**src/rtl/hdb3_pkg.sv**
```systemverilog
package hdb3_pkg;
  // Zero-run length that HDB3 substitutes; also the decode window depth.
  localparam int RUN = 4;

  typedef enum logic [1:0] {
    RULE_OFF  = 2'd0,
    RULE_SAME = 2'd1,
    RULE_ALT  = 2'd2,
    RULE_ALL  = 2'd3
  } rule_e;
endpackage

```
**src/rtl/hdb3_sampler.sv**
```systemverilog
module hdb3_sampler (
  input  logic clk,
  input  logic rst,
  input  logic fall_sel,
  input  logic dec_en,
  input  logic line_pos,
  input  logic line_neg,
  output logic smp_pos,
  output logic smp_neg
);
  logic n_pos, n_neg;

  // Falling-edge capture, handed to the rising-edge domain one half cycle later.
  always_ff @(negedge clk) begin
    if (rst) begin
      n_pos <= 1'b0;
      n_neg <= 1'b0;
    end else begin
      n_pos <= line_pos;
      n_neg <= line_neg;
    end
  end

  always_ff @(posedge clk) begin
    if (rst) begin
      smp_pos <= 1'b0;
      smp_neg <= 1'b0;
    end else begin
      smp_pos <= fall_sel ? n_pos : line_pos;
      smp_neg <= dec_en & (fall_sel ? n_neg : line_neg);
    end
  end
endmodule

```
**src/rtl/hdb3_decoder.sv**
```systemverilog
module hdb3_decoder
  import hdb3_pkg::*;
#(
  parameter int WIN = RUN
) (
  input  logic  clk,
  input  logic  rst,
  input  logic  dec_en,
  input  rule_e rule,
  input  logic  smp_pos,
  input  logic  smp_neg,
  output logic  nrz_bit,
  output logic  err_hit
);
  localparam int HIST = WIN - 1;

  logic [WIN-1:0]  dly, dly_n;   // decoded bits, [0] newest
  logic [HIST-1:0] raw, raw_n;   // raw line marks, [0] newest
  logic mark_seen, last_pol, v_seen, last_vpol;

  logic mark, pol, both, viol, two_zero, three_zero, sub_any, sub_b, bit_in;
  logic e_same, e_alt, e_zero, e_both;

  always_comb begin
    mark       = smp_pos | smp_neg;
    pol        = smp_pos;                 // both rails -> positive
    both       = smp_pos & smp_neg;
    viol       = dec_en & mark & mark_seen & (pol == last_pol);
    two_zero   = ~raw[0] & ~raw[1];
    three_zero = ~|raw;
    sub_any    = viol & two_zero;
    sub_b      = sub_any & raw[HIST-1];
    bit_in     = dec_en ? (mark & ~sub_any) : smp_pos;

    dly_n          = {dly[WIN-2:0], bit_in};
    dly_n[WIN-1]   = dly[WIN-2] & ~sub_b;
    raw_n          = {raw[HIST-2:0], mark};

    e_same = viol & ~two_zero;
    e_alt  = viol & v_seen & (pol == last_vpol);
    e_zero = dec_en & ~mark & three_zero;
    e_both = dec_en & both;

    case (rule)
      RULE_SAME: err_hit = e_same | e_both;
      RULE_ALT:  err_hit = e_alt | e_both;
      RULE_ALL:  err_hit = e_same | e_alt | e_zero | e_both;
      default:   err_hit = 1'b0;
    endcase
  end

  always_ff @(posedge clk) begin
    if (rst) begin
      dly       <= '0;
      raw       <= '1;
      mark_seen <= 1'b0;
      last_pol  <= 1'b0;
      v_seen    <= 1'b0;
      last_vpol <= 1'b0;
    end else begin
      dly <= dly_n;
      raw <= raw_n;
      if (mark) begin
        mark_seen <= 1'b1;
        last_pol  <= pol;
      end
      if (viol) begin
        v_seen    <= 1'b1;
        last_vpol <= pol;
      end
    end
  end

  assign nrz_bit = dly[WIN-1];
endmodule

```
**src/rtl/hdb3_err_cnt.sv**
```systemverilog
module hdb3_err_cnt #(
  parameter int CNT_W = 16
) (
  input  logic             clk,
  input  logic             rst,
  input  logic             hit,
  input  logic             rd,
  output logic [CNT_W-1:0] cnt,
  output logic             ovf
);
  localparam logic [CNT_W-1:0] CNT_MAX = {CNT_W{1'b1}};

  always_ff @(posedge clk) begin
    if (rst) begin
      cnt <= '0;
      ovf <= 1'b0;
    end else if (rd) begin
      cnt <= CNT_W'(hit);
      ovf <= 1'b0;
    end else if (hit) begin
      if (cnt == CNT_MAX) ovf <= 1'b1;
      else                cnt <= cnt + 1'b1;
    end
  end
endmodule

```
**src/rtl/hdb3_rx_mon.sv**
```systemverilog
module hdb3_rx_mon
  import hdb3_pkg::*;
#(
  parameter int CNT_W = 16
) (
  input  logic             clk,
  input  logic             rst,
  input  logic             line_pos,
  input  logic             line_neg,
  input  logic             cfg_dec_en,
  input  logic             cfg_fall_edge,
  input  logic [1:0]       cfg_rule,
  input  logic             cfg_irq_mask,
  input  logic             host_rd,
  output logic             nrz_out,
  output logic [CNT_W-1:0] err_count,
  output logic             ovf_flag,
  output logic             irq
);
  logic smp_pos, smp_neg, err_hit;

  hdb3_sampler u_smp (
    .clk      (clk),
    .rst      (rst),
    .fall_sel (cfg_fall_edge),
    .dec_en   (cfg_dec_en),
    .line_pos (line_pos),
    .line_neg (line_neg),
    .smp_pos  (smp_pos),
    .smp_neg  (smp_neg)
  );

  hdb3_decoder #(.WIN(RUN)) u_dec (
    .clk     (clk),
    .rst     (rst),
    .dec_en  (cfg_dec_en),
    .rule    (rule_e'(cfg_rule)),
    .smp_pos (smp_pos),
    .smp_neg (smp_neg),
    .nrz_bit (nrz_out),
    .err_hit (err_hit)
  );

  hdb3_err_cnt #(.CNT_W(CNT_W)) u_cnt (
    .clk (clk),
    .rst (rst),
    .hit (err_hit),
    .rd  (host_rd),
    .cnt (err_count),
    .ovf (ovf_flag)
  );

  assign irq = ovf_flag & ~cfg_irq_mask;
endmodule

```
**config.mk**
```make
export PLATFORM = sky130hd
export DESIGN_NAME = hdb3_rx_mon
export DESIGN_NICKNAME = d
export VERILOG_FILES = /design/src/rtl/hdb3_pkg.sv /design/src/rtl/hdb3_sampler.sv /design/src/rtl/hdb3_decoder.sv /design/src/rtl/hdb3_err_cnt.sv /design/src/rtl/hdb3_rx_mon.sv
export SDC_FILE = /design/constraint.sdc
export NUM_CORES = 1
export LEC_CHECK = 0
export BUFFER_PORTS_ARGS = -buffer_cell sky130_fd_sc_hd__buf_2
export CORE_MARGIN = 8
export CORE_UTILIZATION = 25
export DETAILED_ROUTE_END_ITERATION = 16
export MAX_ROUTING_LAYER = met4
export PLACE_DENSITY = 0.45
export SLEW_MARGIN = 20
export SYNTH_ARGS = -nofsm -noshare
export SYNTH_HDL_FRONTEND = slang
export SYNTH_SLANG_ARGS = --single-unit
```
**constraint.sdc**
```tcl
create_clock -name clk -period 2.6 [get_ports clk]
set_clock_uncertainty 0.15 [all_clocks]
set_input_delay 0.39 -clock clk [delete_from_list [all_inputs] [get_ports clk]]
set_output_delay 0.39 -clock clk [all_outputs]
set_load 0.005 [all_outputs]
```
==> out/summary.txt, run 1 <==
status - finished, final reports clean
cells after synthesis - 172
Die Ht - 92.82 um
HP Class - primary input to flop
ranking of synthesized cells by area - dfxtp_1, a21oi_1, or4_1
worst relative slew slack - 53.31%
endpoint class of the critical path - flop
clk slew on worst S/H paths - 70 ps
EDFF count, synth - 0
TritonCTS Buffers - 5
max-slew violation count - 0
Buffers on Ports - 28
I/O pin count - 29
fin crit share - 91.89%
Clock Tree Root - clkbuf_8
post-synthesis instance area - 0.001475 sq mm
worst skew pair latency - 330 ps
crit path kind - flop to flop
die area - 0.008615 sq mm
total chip power - 0.9600 mW
Final Hold Violating Endpoints - 0
Initial Util - 25.37%
syn_area_per_cell - 8.577 sq um
TNS Setup - 0 ps
Clock Path Buffers - 2
DRT Pass-1 Iters - 4
row cnt - 28
TritonCTS clock tree - yes
sequential area share after synthesis - 43.43%
Worst-Margin Slew - 700.3 ps
post-DP HPWL - 2.643 mm
drt drc - 0
Final setup viols - 0
gpl congestion - 0.7385
slowest stage delay, CP - 490 ps
Setup Fix Bufs, Post-CTS - 0
DRT Wirelength - 3.738 mm
highest net fanout along the worst path - 18
Critical Path RT - 2660 ps
global-route wire length before repair - 6.430 mm
Finished Cell Area - 0.001793 sq mm
leak pwr - 0.6478 nW
total core area - 0.005816 sq mm
Vias - 1377
vias per inst - 4.953
# diodes - 0
vias in the first global route - 1348
top-count cell post-synth - dfxtp_1
drt wl/cell - 13.45 um
largest net degree at the start of global routing - 30
share of cells above drive strength 1 - 22.17%
Max Clk Rate - 418.5 MHz
fin nets - 213
cts repair resizes - 0
Worst path slowest cell - or4_1
Synth cell types - 38
Die W - 92.82 um
Routed Antenna Nets - 0
initial antenna violation count - 0
Startpoint Class - flop
critical path data arrival time - 2450 ps
pwr/cell area - 535.4 mW/mm^2
Max VDD drop - 0.3110 mV
Ys Warns - 0
CTS Hold Bufs - 0
Yosys reg bits - 32
Area Overhead vs Synth - 21.54%
Yosys top cell by area - dfxtp_1
Synthesized Nets - 183
Post-synth top cells - dfxtp_1, a21oi_1, nand2_1
Placed Cells - 268
total track usage - 9.610%
top-area cell type share of the netlist area - 43.43%
minimum clock period - 2389 ps
RSZ-0062 raised after global routing - no
crit-path cells - or3b_4 -> a21oi_4 -> a22oi_2 -> buf_6 -> or4_1 -> a21oi_1
total gr overflow - 0
H-tree depth - 2
asr flop ratio synth - 0%
non-filler cells, final - 278
clk sinks - 32
Post-DP Area - 0.001688 sq mm
max-cap violations - 0
DRT iter0 DRCs - 62
ys flop type - dfxtp_1
[worst max-delay path, delay by kind of cell, from the launching register on]
| kind | cells | cell delay, ps |
|---|---|---|
| and+or+nand+nor | 2 | 910 |
| AOI/OAI and AO/OA | 3 | 600 |
| DFF | 1 | 440 |
| buffers and inverters | 1 | 220 |
[through the flow]
step / hold WS (ps) / utilization, % / setup WS [ps]
3_5_place_dp: 275.6 / 29.02 / 248.4
6_report: 205.1 / 30.83 / 210.8
4_1_cts: 195.5 / 30.64 / 233.2
3_3_place_gp: 274.5 / 29.02 / 263.9
2_1_floorplan: 249.5 / - / 546.0
5_1_grt: 209.2 / 30.83 / 88.04
[kinds of logic (layout without fill, tap and decap cells)]
kind of cell | count (synthesis) | after routing | synth area share, %
and+or+nand+nor | 79 | 79 | 30.53
AOI/OAI and AO/OA | 44 | 44 | 19.34
DFF | 32 | 32 | 43.43
buffers and inverters | 13 | 44 | 3.901
muxes | 2 | 2 | 1.357
adders and majority gates | 1 | 1 | 0.8480
xor gates and xnor gates | 1 | 1 | 0.5938
[worst paths after layout]
kind	from	to	slack, ps	depth (start not counted)
setup / recovery	u_smp.smp_neg	u_cnt.cnt[5]	210	6
hold / removal	line_pos	u_smp.smp_pos	210	3
setup reg to reg	u_smp.smp_neg	u_cnt.cnt[5]	210	6
hold reg to reg	u_dec.dly[1]	u_dec.dly[2]	290	1
[cell type report]
type                       count  area (sq um)
clock buffer                   8         90.09
clock inverter                 2         7.507
fill                         644          4023
inverter                       3         11.26
multi-input combinational    127         783.3
sequential                    32         640.6
tap                           75         93.84
timing repair buffer          31         166.4
[layout by cell type (no fill, tap or decap), types with 7 or more instances in the layout]
master	n
a21oi_1	16
buf_2	28
dfxtp_1	32
nand2_1	12
nand3_1	8
nor2_1	10
o21ai_0	9
or3_1	7
or4_1	9
[where the power goes]
group          switching, mW  internal (mW)  leakage, nW
clock                  0.187          0.220       0.0562
combinational         0.0234         0.0190        0.332
sequential           0.00931          0.501        0.260
[sequential cells by signal (all words and copies together), names as in the netlist]
register and cells:
u_dec.raw 3, u_dec.last_pol 1, u_dec.dly 4, u_dec.last_vpol 1, u_smp.smp_neg 1, u_smp.n_pos 1
u_dec.mark_seen 1, u_smp.n_neg 1, u_cnt.ovf 1, u_cnt.cnt 16, u_dec.v_seen 1, u_smp.smp_pos 1
[layer usage]
| layer | GRT usage (%) | wire length (um) | vias up |
|---|---|---|---|
| met2 | 14.73 | 1703 | 31 |
| met1 | 11.12 | 1745 | 636 |
| met5 | - | 0 | - |
| met4 | 4.027 | 54 | 0 |
| li1 | - | - | 705 |
| met3 | 3.398 | 235 | 5 |
Power figures use the tool's default switching activity.
==> inputs of run 2 (changes only) <==
- PLACE_DENSITY: 0.45 -> 0.46
- clock period: 2.6 -> 2.3 ns (I/O delays scaled with it)
==> out/summary.txt, run 2 (same netlist as run 1, synthesis figures left out) <==
status - finished, final reports clean (unchanged)
cts repair resizes - 0 (unchanged)
Vias - 1391 (was 1377)
Critical Path RT - 2360 ps (was 2660 ps)
DRT iter0 DRCs - 32 (was 62)
Net Switching - 0.2548 mW (was 0.2199 mW)
Area Overhead vs Synth - 25.36% (was 21.54%)
max-cap violations - 0 (unchanged)
Max VDD drop - 0.2368 mV (was 0.3110 mV)
initial antenna violation count - 1 (was 0)
Initial Util - 25.37% (unchanged)
largest net degree at the start of global routing - 30 (unchanged)
worst skew pair latency - 330 ps (about the same)
DRT Pass-1 Iters - 4 (unchanged)
top flop regs - u_cnt.cnt x16, u_dec.dly x4, u_dec.raw x3 (unchanged)
Die W - 92.82 um (unchanged)
pwr/cell area - 589.4 mW/mm^2 (was 535.4 mW/mm^2)
clk slew on worst S/H paths - 70 ps (about the same)
Max Clk Rate - 482.2 MHz (was 418.5 MHz)
highest net fanout along the worst path - 29 (was 18)
total chip power - 1.090 mW (was 0.9600 mW)
TNS Setup - 0 ps (unchanged)
Setup Fix Bufs, Post-CTS - 0 (unchanged)
Switching Share - 23.37% (was 22.90%)
fin nets - 219 (was 213)
endpoint class of the critical path - flop (unchanged)
total track usage - 9.384% (was 9.610%)
Routed Antenna Nets - 0 (unchanged)
Internal Power - 0.8352 mW (was 0.7401 mW)
total core area - 0.005816 sq mm (unchanged)
critical path data arrival time - 2140 ps (was 2450 ps)
row cnt - 28 (unchanged)
vias per inst - 4.881 (was 4.953)
global-route wire length before repair - 6.292 mm (was 6.430 mm)
minimum clock period - 2074 ps (was 2389 ps)
leak pwr - 0.6890 nW (was 0.6478 nW)
buffers plus inverters on the worst setup path - 1 (unchanged)
RSZ-0062 raised after global routing - no (unchanged)
number of fill cells - 657 (was 644)
Placed Cells - 275 (was 268)
post-DP HPWL - 2.661 mm (was 2.643 mm)
drt wl/cell - 13.02 um (was 13.45 um)
TritonCTS Buffers - 5 (unchanged)
Die Ht - 92.82 um (unchanged)
HP Class - primary input to flop (unchanged)
max reg flops - 16 (unchanged)
CTS Hold Bufs - 0 (unchanged)
sequential power share - 52.7% (was 53.2%)
CP top delay family - simple AND/OR/NAND/NOR gates (unchanged)
Buffers on Ports - 28 (unchanged)
vias in the first global route - 1345 (was 1348)
slowest stage delay, CP - 490 ps (about the same)
crit-path cells - or3_1 -> o21ai_2 -> a22oi_2 -> buf_12 -> or4_1 -> a21oi_1 (was or3b_4 -> a21oi_4 -> a22oi_2 -> buf_6 -> or4_1 -> a21oi_1)
drt drc - 0 (unchanged)
I/O pin count - 29 (unchanged)
share of cells above drive strength 1 - 24.40% (was 22.17%)
DRT Wirelength - 3.712 mm (was 3.738 mm)
commonest non-fill, non-tap cell in the layout - dfxtp_1 (unchanged)
max-slew violation count - 0 (unchanged)
H-tree depth - 2 (unchanged)
Clock Tree Root - clkbuf_8 (unchanged)
Final Hold Violating Endpoints - 0 (unchanged)
Worst-Margin Slew - 329.6 ps (was 700.3 ps)
power share of the combinational group - 4.9% (was 4.4%)
Worst path slowest cell - or4_1 (unchanged)
gpl congestion - 0.7258 (was 0.7385)
r2r worst-path depth - 6 (unchanged)
die area - 0.008615 sq mm (unchanged)
clk sinks - 32 (unchanged)
Clock Path Buffers - 2 (unchanged)
most frequent cells in the layout - dfxtp_1, buf_2, a21oi_1 (unchanged)
total gr overflow - 0 (unchanged)
power share of the clock group - 42.3% (was 42.4%)
Hold Path Cell Cnt - 3 (unchanged)
non-filler cells, final - 285 (was 278)
worst relative slew slack - 78.03% (was 53.31%)
fin crit share - 90.16% (was 91.89%)
Largest Register - u_cnt.cnt (unchanged)
Final setup viols - 0 (unchanged)
crit path kind - flop to flop (unchanged)
TritonCTS clock tree - yes (unchanged)
critical path depth - 6 (unchanged)
Startpoint Class - flop (unchanged)
[run 2: changes by cell type in the layout (fill, tap and decap cells not counted)]
cell / change
clkbuf_1: -1
inv_1: +1
diode_2: +1
buf_12: +1
buf_6: -1
buf_4: +6
[run 2: power by group through the flow]
| stage | clock, mW | combinational, mW | sequential (mW) |
|---|---|---|---|
| finish | 0.461 | 0.0536 | 0.575 |
| global route | 0.508 | 0.0596 | 0.576 |
| CTS | 0.479 | 0.0545 | 0.575 |
| detailed placement | 0.00817 | 0.0544 | 0.587 |
| global placement | 0.00817 | 0.0547 | 0.587 |
| floorplan | 0.00817 | 0.0324 | 0.584 |
[run 2: area by class of cell]
class	instances	area [sq um]	share of cell area [%]
Clock inverter	3	11.26	0.6089
Clock buffer	7	86.33	4.668
Timing Repair Buffer	37	220.2	11.91
Sequential cell	32	640.6	34.64
Multi-Input combinational cell	127	783.3	42.35
Tap cell	75	93.84	5.074
Antenna cell	1	2.502	0.1353
Inverter	3	11.26	0.6089
[run 2: per-layer routing]
layer  vias to the layer above  wire length (um)  GRT usage [%]
met5                         -                 0              -
met4                         0                45          3.624
met3                         7               213          3.317
met2                        27              1626          14.85
met1                       638              1826          10.59
li1                        719                 -              -
[run 2: final timing paths]
path	endpoint	startpoint	slack [ps]
setup / recovery	u_cnt.cnt[5]	u_smp.smp_pos	230
hold / removal	u_smp.smp_pos	line_pos	170
setup reg to reg	u_cnt.cnt[5]	u_smp.smp_pos	230
hold reg to reg	u_dec.dly[1]	u_dec.dly[0]	290
[run 2: metrics by stage]
step	instance area [sq um]	setup WS [ps]	hold WS (ps)	utilization, %
CTS	1847	216.1	161.2	31.76
detailed placement	1753	235.8	283.9	30.14
finish	1849	226.3	166.8	31.80
global route	1849	97.70	188.0	31.80
floorplan	1475	268.4	249.5	-
global placement	1753	251.9	269.7	30.14
[run 2: worst reg2reg max path, stage by stage, from the launching register on]
cell and delay [ps]:
dfxtp_1 370, or3_1 400, o21ai_2 160, a22oi_2 110
buf_12 170, or4_1 500, a21oi_1 140
==> inputs of run 3 (changes only) <==
- CORE_ASPECT_RATIO: not set -> 0.8
==> out/summary.txt, run 3 (same netlist as run 1, synthesis figures left out) <==
Post-DP Area - 0.001760 sq mm (was 0.001753 sq mm)
most frequent cells in the layout - dfxtp_1, buf_2, a21oi_1 (unchanged)
Initial Util - 25.35% (was 25.37%)
Die Ht - 84.71 um (was 92.82 um)
r2r worst-path depth - 6 (unchanged)
Die W - 101.9 um (was 92.82 um)
Final setup viols - 0 (unchanged)
TritonCTS Buffers - 5 (unchanged)
Setup Fix Bufs, Post-CTS - 0 (unchanged)
TritonCTS clock tree - yes (unchanged)
HP Start - line_pos (unchanged)
Hold Path Cell Cnt - 3 (unchanged)
H-tree depth - 2 (unchanged)
Critical Path RT - 2370 ps (was 2360 ps)
cts repair resizes - 0 (unchanged)
I/O pin count - 29 (unchanged)
Setup Slack @ Placement - 193.7 ps (was 235.8 ps)
worst skew pair latency - 340 ps (was 330 ps)
R2R Setup Slk - 170 ps (was 230 ps)
post-DP HPWL - 2.727 mm (was 2.661 mm)
DRT Pass-1 Iters - 4 (unchanged)
Max VDD drop - 0.2037 mV (was 0.2368 mV)
Routed Antenna Nets - 0 (unchanged)
clk sinks - 32 (unchanged)
Largest Register - u_cnt.cnt (unchanged)
Buffers on Ports - 28 (unchanged)
DRT iter0 DRCs - 34 (was 32)
drt wl/cell - 12.87 um (was 13.02 um)
max-cap violations - 0 (unchanged)
Vias - 1343 (was 1391)
clk slew on worst S/H paths - 70 ps (about the same)
total core area - 0.005818 sq mm (was 0.005816 sq mm)
row cnt - 25 (was 28)
RSZ-0062 raised after global routing - no (unchanged)
Worst-Margin Slew - 330.0 ps (was 329.6 ps)
critical path data arrival time - 2200 ps (was 2140 ps)
CTS Hold Bufs - 0 (unchanged)
vias in the first global route - 1300 (was 1345)
vias per inst - 4.631 (was 4.881)
Final Hold Violating Endpoints - 0 (unchanged)
drt drc - 0 (unchanged)
worst relative slew slack - 77.97% (was 78.03%)
Clock Path Buffers - 2 (unchanged)
pwr/cell area - 569.5 mW/mm^2 (was 589.4 mW/mm^2)
fin crit share - 92.47% (was 90.16%)
share of cells above drive strength 1 - 24.40% (unchanged)
WHS Endpoint - u_smp.smp_pos (unchanged)
max reg flops - 16 (unchanged)
worst r2r src - u_smp.smp_pos (unchanged)
total track usage - 9.517% (was 9.384%)
initial antenna violation count - 0 (was 1)
fin nets - 219 (unchanged)
Max Clk Rate - 470.2 MHz (was 482.2 MHz)
Clock Tree Root - clkbuf_8 (unchanged)
max-slew violation count - 0 (unchanged)
leak pwr - 0.6788 nW (was 0.6890 nW)
HP Class - primary input to flop (unchanged)
FF-to-FF End - u_cnt.cnt[9] (was u_cnt.cnt[5])
DRT Wirelength - 3.733 mm (was 3.712 mm)
global-route wire length before repair - 6.410 mm (was 6.292 mm)
Finished Cell Area - 0.001846 sq mm (was 0.001849 sq mm)
Final WS setup - 173.3 ps (was 226.3 ps)
status - finished, final reports clean (unchanged)
TNS Setup - 0 ps (unchanged)
# diodes - 0 (was 1)
highest net fanout along the worst path - 29 (unchanged)
Startpoint Class - flop (unchanged)
total gr overflow - 0 (unchanged)
crit path kind - flop to flop (unchanged)
gpl congestion - 0.7519 (was 0.7258)
largest net degree at the start of global routing - 30 (unchanged)
endpoint class of the critical path - flop (unchanged)
Area Overhead vs Synth - 25.11% (was 25.36%)
minimum clock period - 2127 ps (was 2074 ps)
top flop regs - u_cnt.cnt x16, u_dec.dly x4, u_dec.raw x3 (unchanged)
die area - 0.008630 sq mm (was 0.008615 sq mm)
commonest non-fill, non-tap cell in the layout - dfxtp_1 (unchanged)
==> run 3: through the flow <==
step	instances	hold WS, ps	power [mW]	util (%)
after global routing	290	182.1	1.104	31.72
final	290	163.8	1.051	31.72
after CTS	290	160.5	1.071	31.72
after global placement	281	266.9	0.6488	30.26
after floorplan	172	249.5	0.6247	-
after detailed placement	281	268.0	0.6488	30.26
==> run 3: final cells by class <==
| type | instances | area [sq um] |
|---|---|---|
| clock inverters | 5 | 20.02 |
| repair buffers | 37 | 220.2 |
| inverters | 3 | 11.26 |
| fillers | 643 | 3973 |
| well taps | 81 | 101.3 |
| flip-flops and latches | 32 | 640.6 |
| multi-input cells | 127 | 783.3 |
| clock buffers | 5 | 68.82 |
==> run 3: power breakdown <==
group / leakage (nW) / switching, mW / internal, mW / total, mW
logic: 0.369 / 0.0282 / 0.0232 / 0.0513
registers: 0.260 / 0.00919 / 0.567 / 0.576
clock network: 0.0498 / 0.217 / 0.207 / 0.424
==> run 3: critical path, cell delays in order (launching register included) <==
cell and delay (ps):
dfxtp_1 400, or3_1 410, o21ai_2 150, a22oi_2 110
buf_12 180, or4_1 510, a21oi_1 140
==> run 3: how the worst max path moves through the flow <==
stage	end	startpoint	cells after the start	slack, ps
6_report	u_cnt.cnt[9]	u_smp.smp_pos	6	170
4_1_cts	u_cnt.cnt[7]	u_smp.smp_pos	6	180
3_5_place_dp	u_cnt.cnt[6]	u_smp.smp_pos	6	190
3_3_place_gp	u_cnt.cnt[11]	u_smp.smp_pos	6	210
2_1_floorplan	u_cnt.cnt[11]	u_smp.smp_pos	7	270
5_1_grt	u_cnt.cnt[9]	u_smp.smp_pos	6	30
==> run 3: routing by layer <==
metal	up-vias	track usage [%]	wire length, um
met1	599	12.45	2001
met4	0	4.787	78
met2	20	13.11	1530
met3	8	2.397	123
met5	-	-	0
li1	716	-	-
